**config.mk**
```make
export PLATFORM = sky130hd
export DESIGN_NAME = sdram_pwrup_seq
export DESIGN_NICKNAME = d
export VERILOG_FILES = /design/src/rtl/sdram_pwrup_pkg.sv /design/src/rtl/sdram_pwrup_timer.sv /design/src/rtl/sdram_pwrup_mode.sv /design/src/rtl/sdram_pwrup_seq.sv
export SDC_FILE = /design/constraint.sdc
export NUM_CORES = 1
export LEC_CHECK = 0
export CAP_MARGIN = 15
export CORE_MARGIN = 1.5
export CORE_UTILIZATION = 55
export CTS_BUF_LIST = sky130_fd_sc_hd__clkbuf_2 sky130_fd_sc_hd__clkbuf_4 sky130_fd_sc_hd__clkbuf_8
export CTS_CLUSTER_DIAMETER = 150
export CTS_CLUSTER_SIZE = 14
export DETAILED_ROUTE_END_ITERATION = 10
export DONT_BUFFER_PORTS = 1
export PLACE_DENSITY_LB_ADDON = 0.12
export SLEW_MARGIN = 20
export SYNTH_ARGS = -nofsm -noshare
export SYNTH_HDL_FRONTEND = slang
export SYNTH_HIERARCHICAL = 1
export SYNTH_SLANG_ARGS = --single-unit
```
**constraint.sdc**
```tcl
create_clock -name clk -period 4.3 [get_ports clk]
set_input_delay 0.215 -clock clk [delete_from_list [all_inputs] [get_ports clk]]
set_output_delay 0.215 -clock clk [all_outputs]
set_load 0.02 [all_outputs]
```
**src/rtl/sdram_pwrup_pkg.sv**
```systemverilog
package sdram_pwrup_pkg;

    localparam int MODE_W = 8;

    typedef enum logic [1:0] {
        CMD_NOP = 2'd0,
        CMD_PRE = 2'd1,
        CMD_REF = 2'd2,
        CMD_MRS = 2'd3
    } sdr_cmd_e;

    typedef enum logic [2:0] {
        ST_IDLE,
        ST_PWR,
        ST_SEQ,
        ST_HOLD,
        ST_DONE
    } seq_state_e;

    typedef struct packed {
        logic [2:0]        cl;
        logic              half;
        logic [MODE_W-1:0] ovr;
    } init_cfg_t;

    // Convert a duration in ns to clock cycles, rounding up.
    function automatic longint unsigned ns_to_cycles(longint unsigned hz,
                                                     longint unsigned ns);
        return (hz * ns + 64'd999_999_999) / 64'd1_000_000_000;
    endfunction

    // Mode register value from the captured configuration.
    function automatic logic [MODE_W-1:0] calc_mode(init_cfg_t c);
        logic [MODE_W-1:0] v;
        v = (c.cl == 3'd2) ? MODE_W'(8'h40) : MODE_W'(8'h60);
        if (c.half) v = v >> 1;
        if (c.ovr != '0) v = c.ovr;
        return v;
    endfunction

endpackage

```
**src/rtl/sdram_pwrup_timer.sv**
```systemverilog
module sdram_pwrup_timer #(
    parameter int W = 16
) (
    input  logic         clk,
    input  logic         rst,
    input  logic         load,
    input  logic [W-1:0] load_val,
    output logic         expired
);
    logic [W-1:0] cnt_q;

    always_ff @(posedge clk) begin
        if (rst)                cnt_q <= '0;
        else if (load)          cnt_q <= load_val;
        else if (cnt_q != '0)   cnt_q <= cnt_q - 1'b1;
    end

    assign expired = (cnt_q == '0);
endmodule

```
**src/rtl/sdram_pwrup_mode.sv**
```systemverilog
module sdram_pwrup_mode
    import sdram_pwrup_pkg::*;
(
    input  init_cfg_t         cfg,
    output logic [MODE_W-1:0] value
);
    always_comb value = calc_mode(cfg);
endmodule

```
**src/rtl/sdram_pwrup_seq.sv**
```systemverilog
module sdram_pwrup_seq
    import sdram_pwrup_pkg::*;
#(
    parameter longint unsigned CLK_HZ   = 100_000_000,
    parameter longint unsigned PWRUP_NS = 200_000,
    parameter longint unsigned GAP_NS   = 80,
    parameter int              NUM_REF  = 8
) (
    input  logic              clk,
    input  logic              rst,
    input  logic              start,
    input  logic [2:0]        cl_code,
    input  logic              half_width,
    input  logic [MODE_W-1:0] mode_override,
    output logic [1:0]        cmd,
    output logic              cmd_issue,
    output logic [MODE_W-1:0] mode_data,
    output logic              refresh_en,
    output logic              done
);
    localparam longint unsigned WAIT_RAW = ns_to_cycles(CLK_HZ, PWRUP_NS);
    localparam longint unsigned GAP_RAW  = ns_to_cycles(CLK_HZ, GAP_NS);
    localparam int WAIT_CYC = (WAIT_RAW < 1) ? 1 : int'(WAIT_RAW);
    localparam int GAP_CYC  = (GAP_RAW  < 1) ? 1 : int'(GAP_RAW);
    localparam int TW = $clog2(WAIT_CYC + 1) + 1;
    localparam int IW = $clog2(NUM_REF + 2);
    localparam logic [TW-1:0] WAIT_LD = TW'(WAIT_CYC - 1);
    localparam logic [TW-1:0] GAP_LD  = TW'(GAP_CYC - 1);
    localparam logic [TW-1:0] WAIT_T  = TW'(WAIT_CYC);
    localparam logic [TW-1:0] GAP_T   = TW'(GAP_CYC);
    localparam logic [IW-1:0] LAST_IX = IW'(NUM_REF + 1);

    seq_state_e        st_q;
    sdr_cmd_e          cmd_q;
    logic              iss_q, ref_q, done_q;
    logic [MODE_W-1:0] mode_q, mode_val;
    logic [IW-1:0]     idx_q;
    init_cfg_t         cfg_q, cfg_in;
    logic              tmr_load, tmr_exp;
    logic [TW-1:0]     tmr_val;

    assign cfg_in = '{cl: cl_code, half: half_width, ovr: mode_override};

    always_comb begin
        tmr_load = ((st_q == ST_IDLE) && start) ||
                   (((st_q == ST_PWR) || (st_q == ST_SEQ)) && tmr_exp);
        tmr_val  = (st_q == ST_IDLE) ? WAIT_LD : GAP_LD;
    end

    sdram_pwrup_timer #(.W(TW)) u_timer (
        .clk      (clk),
        .rst      (rst),
        .load     (tmr_load),
        .load_val (tmr_val),
        .expired  (tmr_exp)
    );

    sdram_pwrup_mode u_mode (
        .cfg   (cfg_q),
        .value (mode_val)
    );

    always_ff @(posedge clk) begin
        if (rst) begin
            st_q   <= ST_IDLE;
            cmd_q  <= CMD_NOP;
            iss_q  <= 1'b0;
            mode_q <= '0;
            ref_q  <= 1'b0;
            done_q <= 1'b0;
            idx_q  <= '0;
            cfg_q  <= '0;
        end else begin
            cmd_q  <= CMD_NOP;
            iss_q  <= 1'b0;
            mode_q <= '0;
            done_q <= ref_q;
            case (st_q)
                ST_IDLE: if (start) begin
                    cfg_q <= cfg_in;
                    iss_q <= 1'b1;
                    st_q  <= ST_PWR;
                end
                ST_PWR: if (tmr_exp) begin
                    cmd_q <= CMD_PRE;
                    iss_q <= 1'b1;
                    idx_q <= IW'(1);
                    st_q  <= ST_SEQ;
                end
                ST_SEQ: if (tmr_exp) begin
                    iss_q <= 1'b1;
                    if (idx_q == LAST_IX) begin
                        cmd_q  <= CMD_MRS;
                        mode_q <= mode_val;
                        st_q   <= ST_HOLD;
                    end else begin
                        cmd_q <= CMD_REF;
                        idx_q <= idx_q + 1'b1;
                    end
                end
                ST_HOLD: begin
                    ref_q <= 1'b1;
                    st_q  <= ST_DONE;
                end
                default: ;
            endcase
        end
    end

    assign cmd        = cmd_q;
    assign cmd_issue  = iss_q;
    assign mode_data  = mode_q;
    assign refresh_en = ref_q;
    assign done       = done_q;

    // Spacing monitor: cycles since the previous issue, saturating.
    logic [TW-1:0] since_q;
    logic          seen_q;
    always_ff @(posedge clk) begin
        if (rst) begin
            since_q <= '0;
            seen_q  <= 1'b0;
        end else if (iss_q) begin
            since_q <= TW'(1);
            seen_q  <= 1'b1;
        end else if (since_q < WAIT_T) begin
            since_q <= since_q + 1'b1;
        end
    end

    a_r2_pwrup_wait: assert property (@(posedge clk) disable iff (rst)
        (iss_q && cmd_q == CMD_PRE) |-> (seen_q && since_q == WAIT_T));
    a_r4_min_gap: assert property (@(posedge clk) disable iff (rst)
        (iss_q && seen_q && cmd_q != CMD_PRE) |-> (since_q >= GAP_T));
    a_r5_nop_idle: assert property (@(posedge clk) disable iff (rst)
        !iss_q |-> (cmd_q == CMD_NOP));
    a_r6_mode_only_mrs: assert property (@(posedge clk) disable iff (rst)
        (mode_q != '0) |-> (iss_q && cmd_q == CMD_MRS));
    a_r9_refresh_off: assert property (@(posedge clk) disable iff (rst)
        iss_q |-> !ref_q);
    a_r9_refresh_sticky: assert property (@(posedge clk) disable iff (rst)
        ref_q |=> ref_q);
    a_r10_done_implies_ref: assert property (@(posedge clk) disable iff (rst)
        done_q |-> (ref_q && !iss_q));
    a_r11_start_ignored: assert property (@(posedge clk) disable iff (rst)
        (st_q == ST_DONE && start) |=> !iss_q);
endmodule

```
==> summary.md <==
| Metric | Value |
|---|---|
| Status | `finished clean` |
| Num CTS Buffers | `5` |
| Fin nets | `293` |
| Residual DRC count | `0` |
| Core footprint | `4030 um2` |
| Mapped Area | `2330 um2` |
| Sink Count | `48` |
| GR Util met2 | `27.5%` |
| PD cells | `641 nW/um2` |
| Commonest non-fill, non-tap cells in the layout | `48 x dfxtp_1, 42 x nand2_1, 22 x a21oi_1` |
| Sequential share of power | `40.0%` |
| Worst-Skew Late Latency | `300 ps` |
| Largest net degree at the start of global routing | `24` |
| Final Routed Wirelength | `4100 um` |
| Final Cycle Share | `81.0%` |
| Async SR Flop Fraction | `0%` |
| Pint | `1.00 mW` |
| CTS max path bufs | `2` |
| Die W | `68.0 um` |
| Crit path max fanout | `15` |
| Worst r2r src | `u_timer/cnt_q[0]$_SDFFE_PP0P_` |
| Seq/Total Area, Yosys | `41.3%` |
| Post-DP HPWL | `2850 um` |
| Max Cap Viol | `0` |
| Area of the multi-input gates | `1280 um2` |
| Final clock skew | `7.18 ps` |
| Most common library cell in the layout ignoring fill and taps | `dfxtp_1` |
| Fin crit period | `3480 ps` |
| CTS tree | `built` |
| Total congestion overflow | `0` |
| Reg area | `961 um2` |
| Setup slack after layout | `818 ps` |
| ANT cells | `0` |
| Critical Path Start | `u_timer/cnt_q[0]$_SDFFE_PP0P_` |
| Routability cong. | `0.773` |
| Startpoint Class | `flop` |
| Avg Cell Area, Syn | `8.61 um2` |
| #FFs+latches synth | `48` |
| Largest family of logic cells by synthesized area | `simple AND/OR/NAND/NOR gates` |
| CP max-delay cell | `or4_4` |
| Worst EP arrival | `3720 ps` |
| Vias per inst | `5.62` |
| DR pass1 iterations | `4` |
| Met1 usage | `28.2%` |
| Post-synth cell types | `60` |
| Main flop type after synthesis | `dfxtp_1` |
| RSZ-0062 raised after global routing | `no` |
| Share of cells above drive strength 1 | `9.06%` |
| Static Leak | `0.921 nW` |
| M3 GR Usage | `4.61%` |
| Fmax | `287 MHz` |
| Synth-to-Final Area Change | `7.48%` |
| Critical path cell sequence | `inv_1, ha_1, or3b_2, or4_4, nor2_1, buf_4, mux2i_1, a2bb2oi_1, nor2_1, buf_4, nor2b_1, nand2_1, nand3_1, and4b_1` |
| Leading area contributor after synthesis | `dfxtp_1` |
| PortBufs | `0` |
| Filler instances | `373` |
| Slowest stage delay, CP | `590 ps` |
| Complex-gate fraction of the synthesized area | `18.5%` |
| Vias | `1833` |
| DRT antenna net count | `0` |
| R2R cell count | `14` |
| Setup TNS Final | `0 ps` |
| Net switching power | `0.599 mW` |
| Post-Synth Adder-Cell Area | `1.61%` |
| H-tree Lvls | `2` |
| WHS Path Cells | `1` |
| Initial Utilization | `57.7%` |
| Busiest grt layer | `met1` |
| Max Slew Vio Count | `0` |
| Post_cts resized | `0` |
| Top delay family on crit path | `simple AND/OR/NAND/NOR gates` |
| Post-DR wirelength/cell | `12.6 um` |
| DR iter-0 viols | `103` |
| # setup viols final | `0` |
| Relative slew slack | `35.3%` |
| Post-synthesis simple-gate area fraction | `28.9%` |
| CTS root buffer | `clkbuf_8` |
| XOR/XNOR Fraction of Synth Area | `3.39%` |
| Post-synth EDFFs | `0` |
| Reg2reg setup slack | `820 ps` |
| Critical Path End Type | `flop` |
| Worst Path Buf+Inv | `3` |
| # IOs | `28` |
| Worst-margin pin slew | `968 ps` |
| Post-synthesis mux area share | `0.430%` |
| First-pass GRT wire length | `6810 um` |
| CP required | `4540 ps` |
| YS warnings | `6` |
| Hold WS | `15.9 ps` |
| Die height | `68.0 um` |
| Initial antenna violation count | `0` |
| Top cells by area, synth | `dfxtp_1 41%, nand2_1 6.8%, a21oi_1 4.7%` |
| Clock power frac | `21.1%` |
| Final Hold Viols | `0` |
| Critical hold path startpoint | `rst` |
| Top cell type's share of synthesized area | `41.3%` |
| Gr usage total | `19.3%` |
| Gate Count Post-Synth | `270` |
| Peak VDD IR | `0.354 mV` |
| Kind of critical path | `flop to flop` |
| Vias in the first global route | `1472` |
| Sw Ratio | `37.4%` |
| Part of the power in combinational logic | `38.9%` |
| Hold-critical path endpoint | `st_q[0]$_SDFFE_PP0P_` |
| Site Rows | `23` |
| Dpl ws | `858 ps` |
| HP Class | `input pin to flop` |
| Die ar. | `4630 um2` |
| R2r endpoint | `u_timer/cnt_q[14]$_SDFFE_PP0P_` |
| Reg clk slew, reported paths | `80 ps` |
sequential cells by signal, indices dropped and copies added, names as in the netlist:
register and count:
st_q 3, done 1, mode_data 8, u_timer/cnt_q 16
refresh_en 1, idx_q 4, cfg_q 12, cmd 2
cmd_issue 1
through the flow:
step,instances,total power [mW],instance area (um2),utilization (%)
finish,326,1.60,2500,62.0
global route,326,1.73,2500,62.0
CTS,326,1.62,2500,62.0
detailed placement,317,1.27,2370,58.8
global placement,317,1.27,2370,58.8
floorplan,282,1.18,2370,-
Yosys cell counts (all sizes together), types with 2 or more instances:
cell type and number:
or3 2, nor2b 7, nand2 42, nor2 10, nand2b 2, a221oi 2
buf 6, o31ai 5, conb 2, nand4 2, or4 6, nor3 9
dfxtp 48, and2 8, o21ai 13, clkbuf 11, and3 3, o41ai 2
ha 3, nor4b 3, o22ai 2, nor4 4, xnor2 8, nor3b 4
a31oi 6, a21oi 22, inv 11, nand3 3
cell families (layout without fill, tap and decap cells):
| kind of cell | count (synthesis) | count (layout) |
|---|---|---|
| AOI/OAI and AO/OA | 65 | 65 |
| xor gates and xnor gates | 9 | 9 |
| adders and majority gates | 3 | 3 |
| buffers and inverters | 29 | 23 |
| DFF | 48 | 48 |
| muxes | 1 | 1 |
| other | 2 | 14 |
| and+or+nand+nor | 113 | 113 |
power groups by stage:
stage	registers, mW	logic [mW]	clock network, mW
final	0.641	0.624	0.338
after global routing	0.658	0.710	0.361
after CTS	0.641	0.629	0.350
after detailed placement	0.650	0.621	0
after global placement	0.651	0.621	0
after floorplan	0.619	0.561	0
final cells by class:
class	count	area share, %
multi-input combinational	205	51.3
clock inverter	2	1.55
inverter	11	1.65
sequential	48	38.4
clock buffer	6	3.30
timing repair buffer	4	1.30
tap	50	2.50
layer usage:
metal / up-vias / part of all wire, %
met5: - / 0
met4: 0 / 1.3
met3: 7 / 4.6
met2: 40 / 45
met1: 830 / 49
li1: 956 / -
worst max path at each step:
| stage | cells after the start | end |
|---|---|---|
| 6_report | 14 | u_timer/cnt_q[14]$_SDFFE_PP0P_ |
| 5_1_grt | 14 | u_timer/cnt_q[14]$_SDFFE_PP0P_ |
| 4_1_cts | 14 | u_timer/cnt_q[14]$_SDFFE_PP0P_ |
| 3_5_place_dp | 14 | u_timer/cnt_q[14]$_SDFFE_PP0P_ |
| 3_3_place_gp | 14 | u_timer/cnt_q[14]$_SDFFE_PP0P_ |
| 2_1_floorplan | 13 | u_timer/cnt_q[10]$_SDFFE_PP0P_ |
what timing repair did:
| action | 4_1_cts | 5_1_grt |
|---|---|---|
| setup buffers | 0 | 0 |
| endpoints found under the setup margin | 0 | 0 |
| hold endpoints to repair | 23 | 0 |
| hold buffers | 1 | 0 |
(Power assumes the default switching activity.)
